--- src/rtl/showahead_fifo_pkg.sv ---
package showahead_fifo_pkg;
    typedef enum logic [1:0] {
        OP_IDLE = 2'b00,
        OP_PUSH = 2'b10,
        OP_POP  = 2'b01,
        OP_BOTH = 2'b11
    } fifo_op_e;
endpackage

--- src/rtl/showahead_fifo_store.sv ---
module showahead_fifo_store #(
    parameter int DEPTH = 64,
    parameter int WIDTH = 8,
    localparam int PTR_W = (DEPTH > 1) ? $clog2(DEPTH) : 1
) (
    input  logic             clk,
    input  logic             rst,
    input  logic             we,
    input  logic [PTR_W-1:0] waddr,
    input  logic [WIDTH-1:0] wdata,
    input  logic [PTR_W-1:0] raddr,
    output logic [WIDTH-1:0] rdata
);
    logic [WIDTH-1:0] mem_d [DEPTH];
    logic [WIDTH-1:0] mem_q [DEPTH];

    always_comb begin
        for (int i = 0; i < DEPTH; i++) begin
            mem_d[i] = mem_q[i];
        end
        if (we) begin
            mem_d[waddr] = wdata;
        end
    end

    always_ff @(posedge clk or posedge rst) begin
        if (rst) begin
            for (int i = 0; i < DEPTH; i++) begin
                mem_q[i] <= '0;
            end
        end else begin
            for (int i = 0; i < DEPTH; i++) begin
                mem_q[i] <= mem_d[i];
            end
        end
    end

    assign rdata = mem_q[raddr];

    // an accepted write lands in the addressed slot
    assert_write_lands_R2: assert property (@(posedge clk) disable iff (rst)
        we |=> (mem_q[$past(waddr)] == $past(wdata)));
endmodule

--- src/rtl/showahead_fifo_ctrl.sv ---
module showahead_fifo_ctrl
    import showahead_fifo_pkg::*;
#(
    parameter int DEPTH = 64,
    localparam int PTR_W = (DEPTH > 1) ? $clog2(DEPTH) : 1,
    localparam int CNT_W = PTR_W + 1
) (
    input  logic             clk,
    input  logic             rst,
    input  logic             wr_en,
    input  logic             rd_en,
    output logic             wr_ok,
    output logic [PTR_W-1:0] wr_ptr,
    output logic [PTR_W-1:0] rd_ptr,
    output logic             full,
    output logic             empty
);
    localparam logic [CNT_W-1:0] FULL_CNT = CNT_W'(DEPTH);
    localparam logic [PTR_W-1:0] LAST_IDX = PTR_W'(DEPTH - 1);

    typedef struct packed {
        logic [PTR_W-1:0] wr_ptr;
        logic [PTR_W-1:0] rd_ptr;
        logic [CNT_W-1:0] cnt;
    } ctrl_state_t;

    ctrl_state_t st_d, st_q;
    logic        rd_ok;
    fifo_op_e    op;

    function automatic logic [PTR_W-1:0] bump(input logic [PTR_W-1:0] p);
        return (p == LAST_IDX) ? '0 : p + 1'b1;
    endfunction

    always_comb begin
        wr_ok = wr_en && (st_q.cnt != FULL_CNT);
        rd_ok = rd_en && (st_q.cnt != '0);
        op    = fifo_op_e'({wr_ok, rd_ok});
        st_d  = st_q;
        case (op)
            OP_PUSH: begin
                st_d.wr_ptr = bump(st_q.wr_ptr);
                st_d.cnt    = st_q.cnt + 1'b1;
            end
            OP_POP: begin
                st_d.rd_ptr = bump(st_q.rd_ptr);
                st_d.cnt    = st_q.cnt - 1'b1;
            end
            OP_BOTH: begin
                st_d.wr_ptr = bump(st_q.wr_ptr);
                st_d.rd_ptr = bump(st_q.rd_ptr);
            end
            default: ;
        endcase
    end

    always_ff @(posedge clk or posedge rst) begin
        if (rst) begin
            st_q <= '0;
        end else begin
            st_q <= st_d;
        end
    end

    assign wr_ptr = st_q.wr_ptr;
    assign rd_ptr = st_q.rd_ptr;
    assign full   = (st_q.cnt == FULL_CNT);
    assign empty  = (st_q.cnt == '0);

    // occupancy never exceeds the depth
    assert_count_bound_R6: assert property (@(posedge clk) disable iff (rst)
        st_q.cnt <= FULL_CNT);

    // a lone write into a full buffer changes nothing
    assert_full_write_hold_R7: assert property (@(posedge clk) disable iff (rst)
        (st_q.cnt == FULL_CNT && wr_en && !rd_en) |=>
            (st_q.cnt == FULL_CNT && $stable(st_q.wr_ptr)));

    // a lone read from an empty buffer changes nothing
    assert_empty_read_hold_R8: assert property (@(posedge clk) disable iff (rst)
        (st_q.cnt == '0 && rd_en && !wr_en) |=>
            (st_q.cnt == '0 && $stable(st_q.rd_ptr)));

    // read plus write in the middle range keeps occupancy
    assert_both_keep_count_R9: assert property (@(posedge clk) disable iff (rst)
        (st_q.cnt != '0 && st_q.cnt != FULL_CNT && wr_en && rd_en) |=>
            $stable(st_q.cnt));

    // read pointer wraps to zero after the last index
    assert_rd_wrap_R10: assert property (@(posedge clk) disable iff (rst)
        (st_q.rd_ptr == LAST_IDX && rd_en && st_q.cnt != '0) |=>
            (st_q.rd_ptr == '0));

    // write pointer wraps to zero after the last index
    assert_wr_wrap_R10: assert property (@(posedge clk) disable iff (rst)
        (st_q.wr_ptr == LAST_IDX && wr_en && st_q.cnt != FULL_CNT) |=>
            (st_q.wr_ptr == '0));
endmodule

--- src/rtl/showahead_fifo.sv ---
module showahead_fifo #(
    parameter int DEPTH = 64,
    parameter int WIDTH = 8
) (
    input  logic             clk,
    input  logic             rst,
    input  logic             wr_en,
    input  logic             rd_en,
    input  logic [WIDTH-1:0] din,
    output logic [WIDTH-1:0] dout,
    output logic             full,
    output logic             empty
);
    localparam int PTR_W = (DEPTH > 1) ? $clog2(DEPTH) : 1;

    logic             wr_ok;
    logic [PTR_W-1:0] wr_ptr;
    logic [PTR_W-1:0] rd_ptr;

    showahead_fifo_ctrl #(.DEPTH(DEPTH)) u_ctrl (
        .clk    (clk),
        .rst    (rst),
        .wr_en  (wr_en),
        .rd_en  (rd_en),
        .wr_ok  (wr_ok),
        .wr_ptr (wr_ptr),
        .rd_ptr (rd_ptr),
        .full   (full),
        .empty  (empty)
    );

    showahead_fifo_store #(.DEPTH(DEPTH), .WIDTH(WIDTH)) u_store (
        .clk   (clk),
        .rst   (rst),
        .we    (wr_ok),
        .waddr (wr_ptr),
        .wdata (din),
        .raddr (rd_ptr),
        .rdata (dout)
    );

    // the two flags exclude each other
    assert_flags_exclusive_R6: assert property (@(posedge clk) disable iff (rst)
        !(full && empty));

    // an accepted write into an empty buffer clears empty
    assert_empty_falls_R5: assert property (@(posedge clk) disable iff (rst)
        (empty && wr_en) |=> !empty);
endmodule

--- config.mk ---
export PLATFORM = sky130hd
export DESIGN_NAME = showahead_fifo
export DESIGN_NICKNAME = d
export VERILOG_FILES = /design/src/rtl/showahead_fifo_pkg.sv /design/src/rtl/showahead_fifo_store.sv /design/src/rtl/showahead_fifo_ctrl.sv /design/src/rtl/showahead_fifo.sv
export SDC_FILE = /design/constraint.sdc
export NUM_CORES = 1
export LEC_CHECK = 0
export CAP_MARGIN = 20
export CORE_UTILIZATION = 60
export CTS_CLUSTER_DIAMETER = 150
export CTS_CLUSTER_SIZE = 10
export DETAILED_ROUTE_END_ITERATION = 10
export GPL_ROUTABILITY_DRIVEN = 0
export GPL_TIMING_DRIVEN = 0
export PLACE_DENSITY = 0.73
export SYNTH_ARGS = -nofsm -noshare
export SYNTH_HDL_FRONTEND = slang
export SYNTH_HIERARCHICAL = 1
export SYNTH_SLANG_ARGS = --single-unit
export TNS_END_PERCENT = 30
--- constraint.sdc ---
create_clock -name clk -period 23.5 [get_ports clk]
set_input_delay 4.7 -clock clk [delete_from_list [all_inputs] [get_ports clk]]
set_output_delay 4.7 -clock clk [all_outputs]
set_load 0.03 [all_outputs]
=== Word-level counts from Yosys, hierarchy flattened ===
Cells that the tools add are included.

* Register bits after elaboration: 531
* Latch bits: 0
* RAM bits: 0
* ROM bits: 0
* Input port bits: 12
* Output and inout port bits: 10
* Logic and storage cells: 100
* Memories: 0

* Add/subtract/negate cells: 4
* Multiply operators: 0
* Div/mod/pow operators: 0
* $lt $le $gt $ge: 3
* Eq/ne operators: 7
* Shift-type cells: 0
* Multiplexer cells: 9
* Bitwise operators: 2
* Reduce and logical (&&, ||, !) cells: 8

{| class="wikitable"
|+ Operators by type and width
! cell !! count
|-
| 512-bit bitwise mux || 1
|-
| 8-bit binary-select mux with 6-bit select || 1
|-
| 8-bit demux with 6-bit select || 1
|-
| 8-bit 2-to-1 mux || 3
|-
| 7-bit >= comparator (second input constant) || 2
|-
| 6-bit NOT with 7-bit output || 2
|-
| 7-bit case mux with 2 select lines || 1
|-
| 6-bit by 1-bit adder with 6-bit output (second input constant) || 2
|-
| 6-bit equality test (second input constant) || 2
|-
| 6-bit 2-to-1 mux || 2
|-
| 7-bit by 1-bit adder with 7-bit output (second input constant) || 1
|-
| 7-bit equality test (second input constant) || 1
|-
| 7-bit logical NOT || 1
|-
| 7-bit by 1-bit < comparator with 1-bit output (second input constant) || 1
|-
| 7-bit inequality test (second input constant) || 1
|-
| 7-bit nonzero test || 1
|-
| 7-bit by 1-bit subtractor with 7-bit output (second input constant) || 1
|-
| 2-bit equality test (second input constant) || 2
|-
| 2-bit OR reduction || 2
|-
| 1-bit logical AND || 3
|-
| 2-bit by 1-bit equality test with 1-bit output (second input constant) || 1
|-
| 2-bit nonzero test || 1
|}

=== Logic depth before layout (Yosys ltp) ===
Gate-level depths: netlist of run 1.

* Word-level depth: 6
* Depth in mapped cells: 11
* Depth with buffers taken out: 11

=== Cells and area by module ===
The synthesis of run 1 kept the hierarchy.

{| class="wikitable"
|+ By module, submodules not included
! module !! instances !! cells an instance !! area an instance (µm²) !! sequential area each (µm²)
|-
| showahead_fifo_store || 1 || 1508 || 23463.8 || 12812.3
|-
| showahead_fifo_ctrl || 1 || 134 || 1281.2 || 475.5
|}

=== Worst setup path before layout of run 1 ===
Ideal clock, no wire load.

* Path type: reg2out
* Start point: register u_ctrl.st_q (netlist bit u_ctrl/rd_ptr[0])
* End point: output dout[2]
* Arrival time: 2.184 ns
* Data required time: 18.800 ns
* Path slack: 16.616 ns
* Cell stages (with the launch flop): 8
* Path buffers: 3
* Cell sequence: dfrtp_1 > buf_4 > buf_6 > buf_2 > mux4_2 > a221oi_1 > o21ai_0 > a22o_1

* Cells in the longest elaborated chain, start to end: 4

{| class="wikitable"
|+ RTL lines
! item !! RTL line !! RTL
|-
| start, declared || showahead_fifo_ctrl.sv:27 || <nowiki>ctrl_state_t st_d, st_q;</nowiki>
|-
| start signal, assigned || showahead_fifo_ctrl.sv:61 || <nowiki>st_q <= st_d;</nowiki>
|-
| 6-bit NOT with 7-bit output (implied by the code) || showahead_fifo_store.sv:38 || <nowiki>assign rdata = mem_q[raddr];</nowiki>
|-
| 8-bit binary-select mux with 6-bit select || showahead_fifo_store.sv:38 ||
|-
| 8-bit 2-to-1 mux (implied by the code) (2 in a row) || showahead_fifo_store.sv:38 ||
|-
| end, declared || showahead_fifo.sv:10 || <nowiki>output logic [WIDTH-1:0] dout,</nowiki>
|}

Every way passes these cells. The select of a mux whose other input is x is not followed.

=== Worst setup path after layout of run 1 ===
* Start point: register u_ctrl.st_q (netlist bit u_ctrl/rd_ptr[1])
* End point: output dout[3]

Same word-level chain as after synthesis.

==> results.md, run 1 <==
* Vias in the first global route at 15.6k
* # hold bufs at CTS at 0
* Crit path max-delay family: buffers and inverters
* # Post-CTS Setup Buffers at 0
* Most frequent cells in the layout: dfrtp_1 (531), mux2_2 (513), mux4_2 (128), clkbuf_1 (62), nand2_1 (62)
* Via Count at 15.2k
* Max_slew headroom at 22.4%
* Fin worst setup slack at 14.31 ns
* Synth area leaders: dfrtp_1 (54%), mux2_2 (23%), mux4_2 (12%), nand2_1 (0.94%), clkbuf_1 (0.93%)
* Post-route non-filler standard cell count at 2254
* Most common cell after layout, fill and taps aside: dfrtp_1
* Lkg Pwr at 12.7 nW
* Top cell type's share of synthesized area at 53.7%
* Worst path cell trace: buf_4 -> buf_6 -> buf_2 -> buf_2 -> mux4_2 -> o22ai_1 -> o21ai_0 -> a32o_1 -> clkdlybuf4s50_1
* Sequential area share after synthesis at 53.7%
* Inst Count DP at 2191
* Wirelength per Cell at 30.1 um
* Tmin final at 9.19 ns
* Fmax at 109 MHz
* Area leader, netlist: dfrtp_1
* CTS tree: yes
* Critical setup path kind: register to primary output
* Setup crit start kind: register
* R2r startpoint: u_ctrl/st_q[0]$_DFFE_PP0P_
* Synth async-reset ratio at 100%
* Part of the cycle the worst path needs at 39.1%
* Max_cap viols at 0
* Share of layout cells above drive strength 1 at 46.2%
* Setup TNS at 0 ns
* Dpl ws at 15.08 ns
* Most used cell, CP: buf_2
* Root Buffer: clkbuf_16
* Seq cells post-synth at 531
* GR Util All Layers at 33.6%
* Pwr dens at 115 mW/mm^2
* Clk_lat worst skew at 0.61 ns
* Final setup vio count at 0
* Max stage delay cell, worst path: clkdlybuf4s50_1
* I/O Pins at 22
* Fin. Hold Viols at 0
* Sink Count at 531
* Detail Route Antenna Nets at 0
* VDD IR max at 76.3 uV
* Crit path capture type: primary output
* Avg Vias per Cell at 6.73
* Critical Path RT at 18.80 ns
* Pin count of the biggest net entering global routing at 134
* Worst Path Buf+Inv at 5
* HP Class: register to register
* Syn nets at 1665
* Register area at 0.0133 mm^2
* Area of the multi-input gates at 0.0108 mm^2
* Post-Syn Instances at 1642
* Die Area at 0.0421 mm^2
* Post-synth EDFFs at 0
* CP max FO at 10
* CTS H-tree depth at 2
* RSZ-0062 raised after global routing: no
* Outcome: finished clean
* Synth warn at 6
* Clock buffers created by TritonCTS at 59
* Mapped Avg Cell Area at 15.1 um^2
* Slew Viols, Final at 0
* Die Wd at 205 um
* Gr ovfl total at 0
* Post-synth cell types at 59
* Layout Skew at 0.0211 ns
* Detailed Route WL at 67800 um
* Post-Layout Inst Area at 0.0272 mm^2
* DRC at 0
* Core box area at 0.0407 mm^2
* Synth Cell Area at 0.0247 mm^2
* Num rows at 74
* Dpl hpwl at 46300 um
* Fillers at 2912
* Final #Nets at 1743
* Initial Util at 60.7%
* Height of the die at 205 um
* Leading register cell type out of synthesis: dfrtp_1
* Post-CTS resize count at 0
* Reg clk slew, reported paths at 0.06 ns
* P&R area growth vs syn at 9.93%
* Placed Area at 0.0257 mm^2
* Diodes inserted at 0
* CP Launch Point: u_ctrl/rd_ptr[1]$_DFFE_PP0P_
* WP data arrival at 4.49 ns
* Number of detailed-route iterations in the first pass at 6
* Port Buffer Count at 13
* Global-route wire length before repair at 102000 um
* Initial antenna violation count at 2
* Clock Path Buffers at 3
* Initial DRC Count at 1403
* Worst Max-Slew Pin Slew at 1.16 ns
* Total power at 3.13 mW
* Slowest stage delay, CP at 0.70 ns
* Hold Startpoint: u_store/mem_q[335]$_DFFE_PP0P_
Yosys cell counts, drive strengths merged, types with 11 or more instances:
cell type,number
o22ai,15
nand3,16
clkbuf,61
mux2i,21
nor2,53
buf,67
mux4,128
nor2b,11
o21ai,20
mux2,513
nand2,62
dfrtp,531
flip-flops by register name, indices dropped and copies added (netlist names):
name / flops
u_ctrl/rd_ptr: 6
u_ctrl/st_q: 7
u_ctrl/wr_ptr: 6
u_store/mem_q: 512
logic make-up after synthesis:
logic type	Yosys count	synth area share (%)
DFF	531	53.7
xor gates and xnor gates	8	0.283
AOI/OAI and AO/OA	96	2.79
and+or+nand+nor	198	4.16
adders and majority gates	11	0.587
buffers and inverters	136	2.64
muxes	662	35.8
layer usage:
metal	vias up	routed length, um	global-route usage, %
li1	6260	-	-
met1	8160	28100	46.2
met2	565	31200	51.3
met3	177	5160	8.19
met4	0	3330	14.7
met5	-	0	0
area by class of cell:
class | instances | area share [%]
flip-flops and latches | 531 | 48.8
multi-input cells | 975 | 39.7
clock buffers | 62 | 5.63
well taps | 532 | 2.45
plain buffers | 128 | 2.29
repair buffers | 17 | 0.883
inverters | 8 | 0.138
clock inverters | 1 | 0.0322
per-stage QoR:
| step | util, % | hold slack, ns |
|---|---|---|
| global placement | 62.7 | 0.481 |
| global route | 66.8 | 0.504 |
| CTS | 66.8 | 0.495 |
| detailed placement | 63.0 | 0.488 |
| floorplan | - | 0.461 |
| finish | 66.8 | 0.498 |
power breakdown:
group / switching [mW] / leakage (nW) / internal (mW) / total, mW
Clock: 0.339 / 0.757 / 0.451 / 0.790
Combinational: 0.604 / 4.74 / 0.494 / 1.10
Sequential: 0.119 / 7.18 / 1.13 / 1.25
final timing paths:
path	end	slack, ns	depth (start not counted)
setup / recovery	dout[3]	14.31	9
hold / removal	u_store/mem_q[335]$_DFFE_PP0P_	0.50	1
setup reg to reg	u_store/mem_q[46]$_DFFE_PP0P_	20.03	9
hold reg to reg	u_store/mem_q[335]$_DFFE_PP0P_	0.50	1
max in group asynchronous	u_store/mem_q[45]$_DFFE_PP0P_	17.60	4
min in group asynchronous	u_ctrl/st_q[6]$_DFFE_PP0P_	4.69	2
(Power assumes the default switching activity.)
==> inputs of run 2 (changes only) <==
==> constraint.sdc (replaced) <==
create_clock -name clk -period 9.4 [get_ports clk]
set_input_delay 1.88 -clock clk [delete_from_list [all_inputs] [get_ports clk]]
set_output_delay 1.88 -clock clk [all_outputs]
set_load 0.03 [all_outputs]
==> run 2 against run 1 <==
Net effect:
- power grew to 2.5 times the previous value
- first-iteration DRC count shrank 16%
- combinational power grew 150%
- critical path depth is the same
- routed wire length shrank 1.4%
- utilization grew 0.37 points
- sequential share of layout area shrank 0.27 points
- non-clock buffer count grew 9
- global-route usage shrank 0.35 points
==> results.md, run 2 (synthesized netlist as in run 1, its figures left out) <==
* # Post-CTS Setup Buffers at 0
* Tmin final at 6.36 ns
* Initial Util at 60.7%
* Max_slew headroom at 23.7%
* Fmax at 157 MHz
* Initial DRC Count at 1181
* Most frequent cells in the layout: dfrtp_1 (531), mux2_2 (513), mux4_2 (128), clkbuf_1 (62), nand2_1 (62)
* Worst Path Buf+Inv at 5
* CP Launch Point: u_ctrl/rd_ptr[2]$_DFFE_PP0P_
* Final #Nets at 1752
* Detailed Route WL at 66900 um
* Fillers at 2890
* Height of the die at 205 um
* GR Util All Layers at 33.3%
* Lkg Pwr at 12.7 nW
* Slowest stage delay, CP at 0.69 ns
* Clock network power share at 25.2%
* Layout Skew at 0.0160 ns
* Avg Vias per Cell at 6.67
* Global-route wire length before repair at 101000 um
* Sink Count at 531
* Biggest register: u_store/mem_q
* Sequential share of power at 39.6%
* VDD IR max at 186 uV
* Slew Viols, Final at 0
* Clock buffers created by TritonCTS at 59
* Dpl ws at 3.82 ns
* Switch share at 33.8%
* Detail Route Antenna Nets at 0
* Register area at 0.0133 mm^2
* Worst Max-Slew Pin Slew at 1.14 ns
* Worst path cell trace: buf_4 -> buf_4 -> buf_2 -> buf_2 -> nand2b_1 -> o22ai_1 -> nor4_1 -> a311o_1 -> clkdlybuf4s50_1
* Final setup vio count at 0
* Pin count of the biggest net entering global routing at 45
* Critical setup path kind: register to primary output
* Final core utilization at 67.1%
* Most common cell after layout, fill and taps aside: dfrtp_1
* Crit path capture type: primary output
* # hold bufs at CTS at 0
* Part of the cycle the worst path needs at 67.7%
* WP data arrival at 4.48 ns
* Core box area at 0.0407 mm^2
* Gr ovfl total at 0
* DRC at 0
* Top flop regs: u_store/mem_q (512), u_ctrl/st_q (7)
* Root Buffer: clkbuf_16
* Wirelength per Cell at 29.5 um
* CTS H-tree depth at 2
* Area of the multi-input gates at 0.0108 mm^2
* Outcome: finished clean
* Max stage delay cell, worst path: nor4_1
* Crit path max-delay family: buffers and inverters
* Num rows at 74
* Die Wd at 205 um
* Max reg flops at 512
* Pwr dens at 286 mW/mm^2
* Via Count at 15.1k
* Die Area at 0.0421 mm^2
* I/O Pins at 22
* Reg clk slew, reported paths at 0.05 ns
* R2r startpoint: u_ctrl/st_q[0]$_DFFE_PP0P_
* Initial antenna violation count at 2
* Logic pwr share at 35.1%
* Port Buffer Count at 13
* RSZ-0062 raised after global routing: no
* Max_cap viols at 0
* Psw at 2.65 mW
* Hold Startpoint: u_store/mem_q[399]$_DFFE_PP0P_
* Pint at 5.18 mW
* Clock Path Buffers at 3
* Critical Path RT at 7.52 ns
* Number of detailed-route iterations in the first pass at 5
* Vias in the first global route at 15.6k
* Clk_lat worst skew at 0.61 ns
* Dpl hpwl at 47000 um
* Setup crit start kind: register
* HP Class: register to register
* P&R area growth vs syn at 10.5%
* CTS tree: yes
* Fin worst setup slack at 3.04 ns
* CP max FO at 10
* Post-CTS resize count at 0
* Share of layout cells above drive strength 1 at 46.4%
* Fin. Hold Viols at 0
run 2: cell count changes in the layout (fill, tap and decap cells not counted):
cell,delta
buf_16,-4
buf_12,+13
clkinvlp_4,+1
inv_8,-1
diode_2,+1
run 2: through the flow:
step	TNS (ns)	std cells	hold WS, ns	power, mW	area, um^2
finish	0	2264	0.499	7.83	27400
CTS	0	2263	0.500	7.82	27300
global placement	-1206.18	2187	0.481	5.74	25500
global route	0	2263	0.508	8.15	27300
detailed placement	0	2200	0.489	5.83	25800
floorplan	0	1642	0.461	4.92	24700
run 2: area by class of cell:
type / instances / share of cell area, %
Sequential cell: 531 / 48.6
Multi-Input combinational cell: 975 / 39.5
Clock buffer: 62 / 5.59
Tap cell: 532 / 2.43
Buffer: 128 / 2.28
Timing Repair Buffer: 26 / 1.43
Inverter: 8 / 0.124
Clock inverter: 1 / 0.0320
Antenna cell: 1 / 0.00915
run 2: final timing paths:
path	end	slack (ns)	cells after the start
max reg2reg	u_store/mem_q[39]$_DFFE_PP0P_	5.90	9
min reg2reg	u_store/mem_q[399]$_DFFE_PP0P_	0.50	1
min in group asynchronous	u_store/mem_q[323]$_DFFE_PP0P_	1.78	2
max in group asynchronous	u_store/mem_q[4]$_DFFE_PP0P_	6.40	5
max	dout[1]	3.04	9
min	u_store/mem_q[399]$_DFFE_PP0P_	0.50	1
run 2: power groups by stage:
| stage | combinational [mW] | clock (mW) | sequential (mW) |
|---|---|---|---|
| 5_1_grt | 2.87 | 2.11 | 3.17 |
| 2_1_floorplan | 1.88 | 0 | 3.04 |
| 3_5_place_dp | 2.70 | 0 | 3.13 |
| 6_report | 2.75 | 1.98 | 3.11 |
| 3_3_place_gp | 2.63 | 0 | 3.11 |
| 4_1_cts | 2.71 | 2.01 | 3.10 |
run 2: layer usage:
metal	vias up	part of all wire, %	GRT usage, %
li1	6255	-	-
met1	8085	41	46.1
met2	598	46	50.8
met3	154	7.9	8.19
met4	0	4.4	13.3
met5	-	0	0
==> inputs of run 3 (changes only) <==
==> constraint.sdc (replaced) <==
create_clock -name clk -period 6.1 [get_ports clk]
set_input_delay 1.22 -clock clk [delete_from_list [all_inputs] [get_ports clk]]
set_output_delay 1.22 -clock clk [all_outputs]
set_load 0.03 [all_outputs]
==> results of run 3 <==
Same layout as run 2 (identical final DEF). Status: finished clean.
Among the figures that moved: setup slack after placement 3.82 ns -> 1.18 ns; setup slack after layout 3.04 ns -> 0.398 ns; register-to-register setup slack 5.90 ns -> 2.60 ns; total power 7.83 mW -> 12.1 mW; worst IR drop on VDD 186 uV -> 287 uV
